**config.mk**
```make
export PLATFORM = sky130hd
export DESIGN_NAME = gpio_irq_detect
export DESIGN_NICKNAME = d
export VERILOG_FILES = /design/src/rtl/gpio_irq_pkg.sv /design/src/rtl/gpio_irq_sampler.sv /design/src/rtl/gpio_irq_pin.sv /design/src/rtl/gpio_irq_combine.sv /design/src/rtl/gpio_irq_detect.sv
export SDC_FILE = /design/constraint.sdc
export NUM_CORES = 1
export LEC_CHECK = 0
export BUFFER_PORTS_ARGS = -buffer_cell sky130_fd_sc_hd__buf_2
export CAP_MARGIN = 0
export CORE_UTILIZATION = 29
export DETAILED_ROUTE_END_ITERATION = 8
export PLACE_DENSITY = 0.65
export SLEW_MARGIN = 20
export SYNTH_ARGS = -nofsm -noshare
export SYNTH_HDL_FRONTEND = slang
export SYNTH_SLANG_ARGS = --single-unit
```
**constraint.sdc**
```tcl
create_clock -name clk -period 3.85 [get_ports clk]
set_input_delay 0.385 -clock clk [delete_from_list [all_inputs] [get_ports clk]]
set_output_delay 0.385 -clock clk [all_outputs]
set_load 0.02 [all_outputs]
```
**src/rtl/gpio_irq_pkg.sv**
```systemverilog
package gpio_irq_pkg;

    // Trigger choice decoded from the three configuration bits of a pin.
    typedef enum logic [2:0] {
        TRIG_LVL_LOW   = 3'd0,
        TRIG_LVL_HIGH  = 3'd1,
        TRIG_EDGE_FALL = 3'd2,
        TRIG_EDGE_RISE = 3'd3,
        TRIG_EDGE_BOTH = 3'd4
    } trig_mode_e;

    typedef struct packed {
        logic sense;   // 1: level, 0: edge
        logic both;    // 1: any transition (edge mode only)
        logic pol;     // polarity / direction
    } pin_cfg_t;

    typedef struct packed {
        logic rise;
        logic fall;
    } edge_pair_t;

    function automatic trig_mode_e decode_mode(pin_cfg_t c);
        trig_mode_e m;
        if (c.sense)
            m = c.pol ? TRIG_LVL_HIGH : TRIG_LVL_LOW;
        else if (c.both)
            m = TRIG_EDGE_BOTH;       // polarity bit not consulted
        else
            m = c.pol ? TRIG_EDGE_RISE : TRIG_EDGE_FALL;
        return m;
    endfunction

    function automatic logic is_level_mode(trig_mode_e m);
        return (m == TRIG_LVL_LOW) || (m == TRIG_LVL_HIGH);
    endfunction

    function automatic logic edge_hit(trig_mode_e m, edge_pair_t e);
        logic h;
        case (m)
            TRIG_EDGE_RISE: h = e.rise;
            TRIG_EDGE_FALL: h = e.fall;
            TRIG_EDGE_BOTH: h = e.rise | e.fall;
            default:        h = 1'b0;
        endcase
        return h;
    endfunction

    function automatic logic level_hit(trig_mode_e m, logic lvl);
        logic h;
        case (m)
            TRIG_LVL_HIGH: h = lvl;
            TRIG_LVL_LOW:  h = ~lvl;
            default:       h = 1'b0;
        endcase
        return h;
    endfunction

endpackage

```
**src/rtl/gpio_irq_sampler.sv**
```systemverilog
module gpio_irq_sampler
    import gpio_irq_pkg::*;
#(
    parameter int NPINS = 8
) (
    input  logic                   clk,
    input  logic                   rst,
    input  logic       [NPINS-1:0] pin_i,
    output edge_pair_t [NPINS-1:0] edges_o
);

    logic [NPINS-1:0] prev_q;

    // The previous sample follows the input during reset as well, so
    // the first cycle after release compares like with like.
    always_ff @(posedge clk) begin
        if (rst) prev_q <= pin_i;
        else     prev_q <= pin_i;
    end

    for (genvar i = 0; i < NPINS; i++) begin : g_edge
        always_comb begin
            edges_o[i].rise = pin_i[i] & ~prev_q[i];
            edges_o[i].fall = ~pin_i[i] & prev_q[i];
        end
    end

endmodule

```
**src/rtl/gpio_irq_pin.sv**
```systemverilog
module gpio_irq_pin
    import gpio_irq_pkg::*;
(
    input  logic       clk,
    input  logic       rst,
    input  pin_cfg_t   cfg_i,
    input  logic       level_i,
    input  edge_pair_t edge_i,
    input  logic       clear_i,
    output logic       raw_o
);

    trig_mode_e mode;
    logic       set_flag;
    logic       flag_q;

    always_comb begin
        mode     = decode_mode(cfg_i);
        set_flag = edge_hit(mode, edge_i);
    end

    // A new edge takes precedence over a clear in the same cycle.
    always_ff @(posedge clk) begin
        if (rst) flag_q <= 1'b0;
        else     flag_q <= set_flag | (flag_q & ~clear_i);
    end

    always_comb begin
        if (is_level_mode(mode)) raw_o = level_hit(mode, level_i);
        else                     raw_o = flag_q;
    end

endmodule

```
**src/rtl/gpio_irq_combine.sv**
```systemverilog
module gpio_irq_combine #(
    parameter int NPINS = 8
) (
    input  logic [NPINS-1:0] raw_i,
    input  logic [NPINS-1:0] enable_i,
    output logic [NPINS-1:0] masked_o,
    output logic             irq_o
);

    always_comb begin
        masked_o = raw_i & enable_i;
        irq_o    = |masked_o;
    end

endmodule

```
**src/rtl/gpio_irq_detect.sv**
```systemverilog
module gpio_irq_detect
    import gpio_irq_pkg::*;
#(
    parameter int NPINS = 8
) (
    input  logic             clk,
    input  logic             rst,
    input  logic [NPINS-1:0] pin_level,
    input  logic [NPINS-1:0] sense_level,
    input  logic [NPINS-1:0] both_edges,
    input  logic [NPINS-1:0] event_pol,
    input  logic [NPINS-1:0] irq_enable,
    input  logic [NPINS-1:0] clear_w1c,
    output logic [NPINS-1:0] raw_status,
    output logic [NPINS-1:0] masked_status,
    output logic             irq_out
);

    edge_pair_t [NPINS-1:0] edges;

    gpio_irq_sampler #(.NPINS(NPINS)) u_sampler (
        .clk     (clk),
        .rst     (rst),
        .pin_i   (pin_level),
        .edges_o (edges)
    );

    for (genvar i = 0; i < NPINS; i++) begin : g_pin
        pin_cfg_t cfg;
        always_comb begin
            cfg.sense = sense_level[i];
            cfg.both  = both_edges[i];
            cfg.pol   = event_pol[i];
        end

        gpio_irq_pin u_pin (
            .clk     (clk),
            .rst     (rst),
            .cfg_i   (cfg),
            .level_i (pin_level[i]),
            .edge_i  (edges[i]),
            .clear_i (clear_w1c[i]),
            .raw_o   (raw_status[i])
        );
    end

    gpio_irq_combine #(.NPINS(NPINS)) u_combine (
        .raw_i    (raw_status),
        .enable_i (irq_enable),
        .masked_o (masked_status),
        .irq_o    (irq_out)
    );

endmodule

```
==> flow_summary.yaml <==
routing:
  via_count: 1080
  drt-wirelength-per-cell_um: 10.6
  route.final.wire_length_mm: 2.56
  dr.first_iter.drc_count: 9
  routed_via_density: 4.48
  detail-route-antenna-nets: 0
  dr.pass1.iters: 4
  post-route-drc-count: 0
power_and_ir_drop:
  vdd_ir_drop_max_uv: 136
  leakage_nw: 0.861
  post-layout-total-power_mw: 0.471
  power_density_nw_per_um2: 295
timing:
  slew_headroom_pct: 86.0
  timing_max_transition_violations_final: 0
  measured_slew_at_the_worst_slew_check_pin_ps: 209
  layout_worst_path_cycle_share_pct: 64.7
  number_of_setup_violations_in_the_final_report: 0
  worst_clock_skew_ps: 2.47
  rsz0062_at_grt: "false"
  final_hold_vios: 0
  final.min_clock_period_ps: 2490
  fmaxAchievable_ghz: 0.401
  timing.setup.tns_ps: 0
  postLayoutSetupSlackWorst_ps: 1360
yosys:
  flops_latches_synth: 16
  synth_sequential_area_ratio_pct: 26.3
  syn_avg_cell_area_um2: 9.36
  post_synth_num_cell_types: 21
  synth_area_in_xor_xnor_pct: 5.76
  synth.area.mux_share_pct: 7.41
  postSynthCellCount: 130
  synthesis.area_um2: 1220
  syn-num-nets: 196
  yosys-top-cells-area: "dfxtp_1 26%, ha_1 16%, mux2_2 7.4%"
  synth_top_cell_area_share_pct: 26.3
  post-synth-top-area-cell: "dfxtp_1"
  synth_compound_area_share_pct: 18.4
  ys_warn_count: 0
  yosys.area_share.simple_pct: 15.4
  synth_fa_ha_area_share_pct: 16.5
  synth_top_family_by_area: "compound AO/OA/AOI/OAI gates"
floorplan:
  start_util_pct: 30.4
  num_rows: 23
  die-width_um: 66.8
  die-height_um: 66.8
  ioPinCount: 67
  core_area_um2: 4000
  design.die.area_um2: 4460
final_layout:
  final_layout_size_suffix_gt1_share_pct: 42.9
  nNetsFinal: 258
  post-route-cell-area_um2: 1600
  area.growth.synth_to_final_pct: 31.6
  diodes: 0
  postLayoutCoreUtil_pct: 40.0
global_route:
  pin_count_of_the_biggest_net_entering_global_routing: 10
  grt_pass1_wl_mm: 4.06
  global_route.usage.total_pct: 11.9
  grt_pass1_vias: 1010
  antenna_violations_before_repair: 0
  global_route.overflow_total: 0
clock_network:
  clock_sink_count: 16
  cts-buffers-inserted: 3
  post-cts-setup-buffers: 0
  ctsLongestPathBuffers: 2
  worstSkewPairLatency_ps: 250
  cts-resized-gates: 0
  cts_tree: "built"
  cts.htree.levels: 1
  worst_setup_hold_path_clk_slew_ps: 70
  clockRootBuffer: "clkbuf_8"
  postCtsHoldBufs: 0
placed_design:
  detailedPlace.worstSlack_ps: 1370
  post_dp_cell_area_um2: 1550
  detailedPlacementHpwl_mm: 2.19
  port_buffers: 66
  gp_routability_congestion: 0.748
worst_setup_path:
  timing.setup.critical_path_class: "reg2out"
  critPathMaxStageDelay_ps: 550
  highest_fanout_seen_on_the_critical_path: 3
  worstPathArrival_ps: 2110
  timing.critical_path.to_type: "output pin"
  crit_required_ps: 3460
  critPathSlowestCell: "or4_1"
  path_cells: "and3b_1, a31o_1, or4_1, or4b_1, buf_2"
  setup.worst_path.start_class: "register"
flow_run:
  maxCapViolCount: 0
min_path:
  worst_hold_path_type: "in2reg"
run_status:
  run_status: "complete, no violations"
-- worst max-delay path, delay by kind of cell, from the launching register on --
| family | cells | cell delay (ps) |
|---|---|---|
| flops | 1 | 320 |
| buf+inv | 1 | 170 |
| compound gates | 1 | 200 |
| simple gates | 3 | 1170 |
-- final cells by class --
cell class	instances	area [um2]
multi-input combinational	89	772
fill	408	2400
inverter	16	60.1
timing repair buffer	66	330
clock buffer	4	55.1
tap	50	62.6
sequential	16	320
-- Yosys cell counts --
| library cell | count |
|---|---|
| dfxtp_1 | 16 |
| ha_1 | 16 |
| inv_1 | 16 |
| a211oi_1 | 8 |
| a21oi_1 | 8 |
| buf_4 | 8 |
| mux2_2 | 8 |
| nand2b_1 | 8 |
| xnor2_1 | 8 |
| a211o_1 | 7 |
| nor2b_1 | 7 |
| and3b_1 | 6 |
| a31o_1 | 3 |
| a31o_2 | 3 |
| and2_1 | 2 |
| a211o_2 | 1 |
| and2b_1 | 1 |
| buf_1 | 1 |
| nor2_1 | 1 |
| or4_1 | 1 |
| or4b_1 | 1 |
-- layout by cell type (no fill, tap or decap) --
cell type  instances
a211o_1            7
a211o_2            1
a211oi_1           8
a21oi_1            8
a31o_1             3
a31o_2             3
and2_1             2
and2b_1            1
and3b_1            6
buf_2             66
clkbuf_8           4
dfxtp_1           16
ha_1              16
inv_1             16
mux2_2             8
nand2b_1           8
nor2_1             1
nor2b_1            7
or4_1              1
or4b_1             1
xnor2_1            8
-- where the power goes --
part           internal [mW]  leakage, nW  switching, mW
clock                 0.0907       0.0288         0.0607
combinational         0.0680        0.699         0.0705
sequential             0.176        0.133        0.00567
total                  0.334        0.861          0.137
-- metal layers --
layer / global-route usage (%) / vias to the layer above / wire [um]
met3: 3.77 / 2 / 188
met4: 2.39 / 0 / 12
met2: 20.8 / 39 / 1210
met1: 14.1 / 471 / 1150
met5: 0 / - / 0
li1: - / 568 / -
-- worst paths after layout --
path | from | to | slack (ps) | depth (start not counted)
worst max-delay path | g_pin[1].u_pin.flag_q | irq_out | 1360 | 5
worst min-delay path | pin_level[2] | u_sampler.prev_q[2] | 290 | 1
worst max register to register | u_sampler.prev_q[6] | g_pin[6].u_pin.flag_q | 2720 | 5
worst min register to register | g_pin[2].u_pin.flag_q | g_pin[2].u_pin.flag_q | 470 | 2
-- kinds of logic after synthesis --
kind of cell | Yosys count
multiplexers | 8
buffers and inverters | 25
adder cells (fa/ha/maj) | 16
XOR/XNOR | 8
AO/OA/AOI/OAI | 30
flip-flops | 16
AND/OR/NAND/NOR | 27
-- sequential cells by signal (all words and copies together), names as in the netlist --
name and flops:
g_pin.u_pin.flag_q 8, u_sampler.prev_q 8
-- stage by stage --
stage | hold WS (ps) | std cells
floorplan | 413 | 130
global placement | 462 | 237
detailed placement | 468 | 237
CTS | 279 | 241
global route | 274 | 241
finish | 285 | 241
Power figures use the tool's default switching activity.
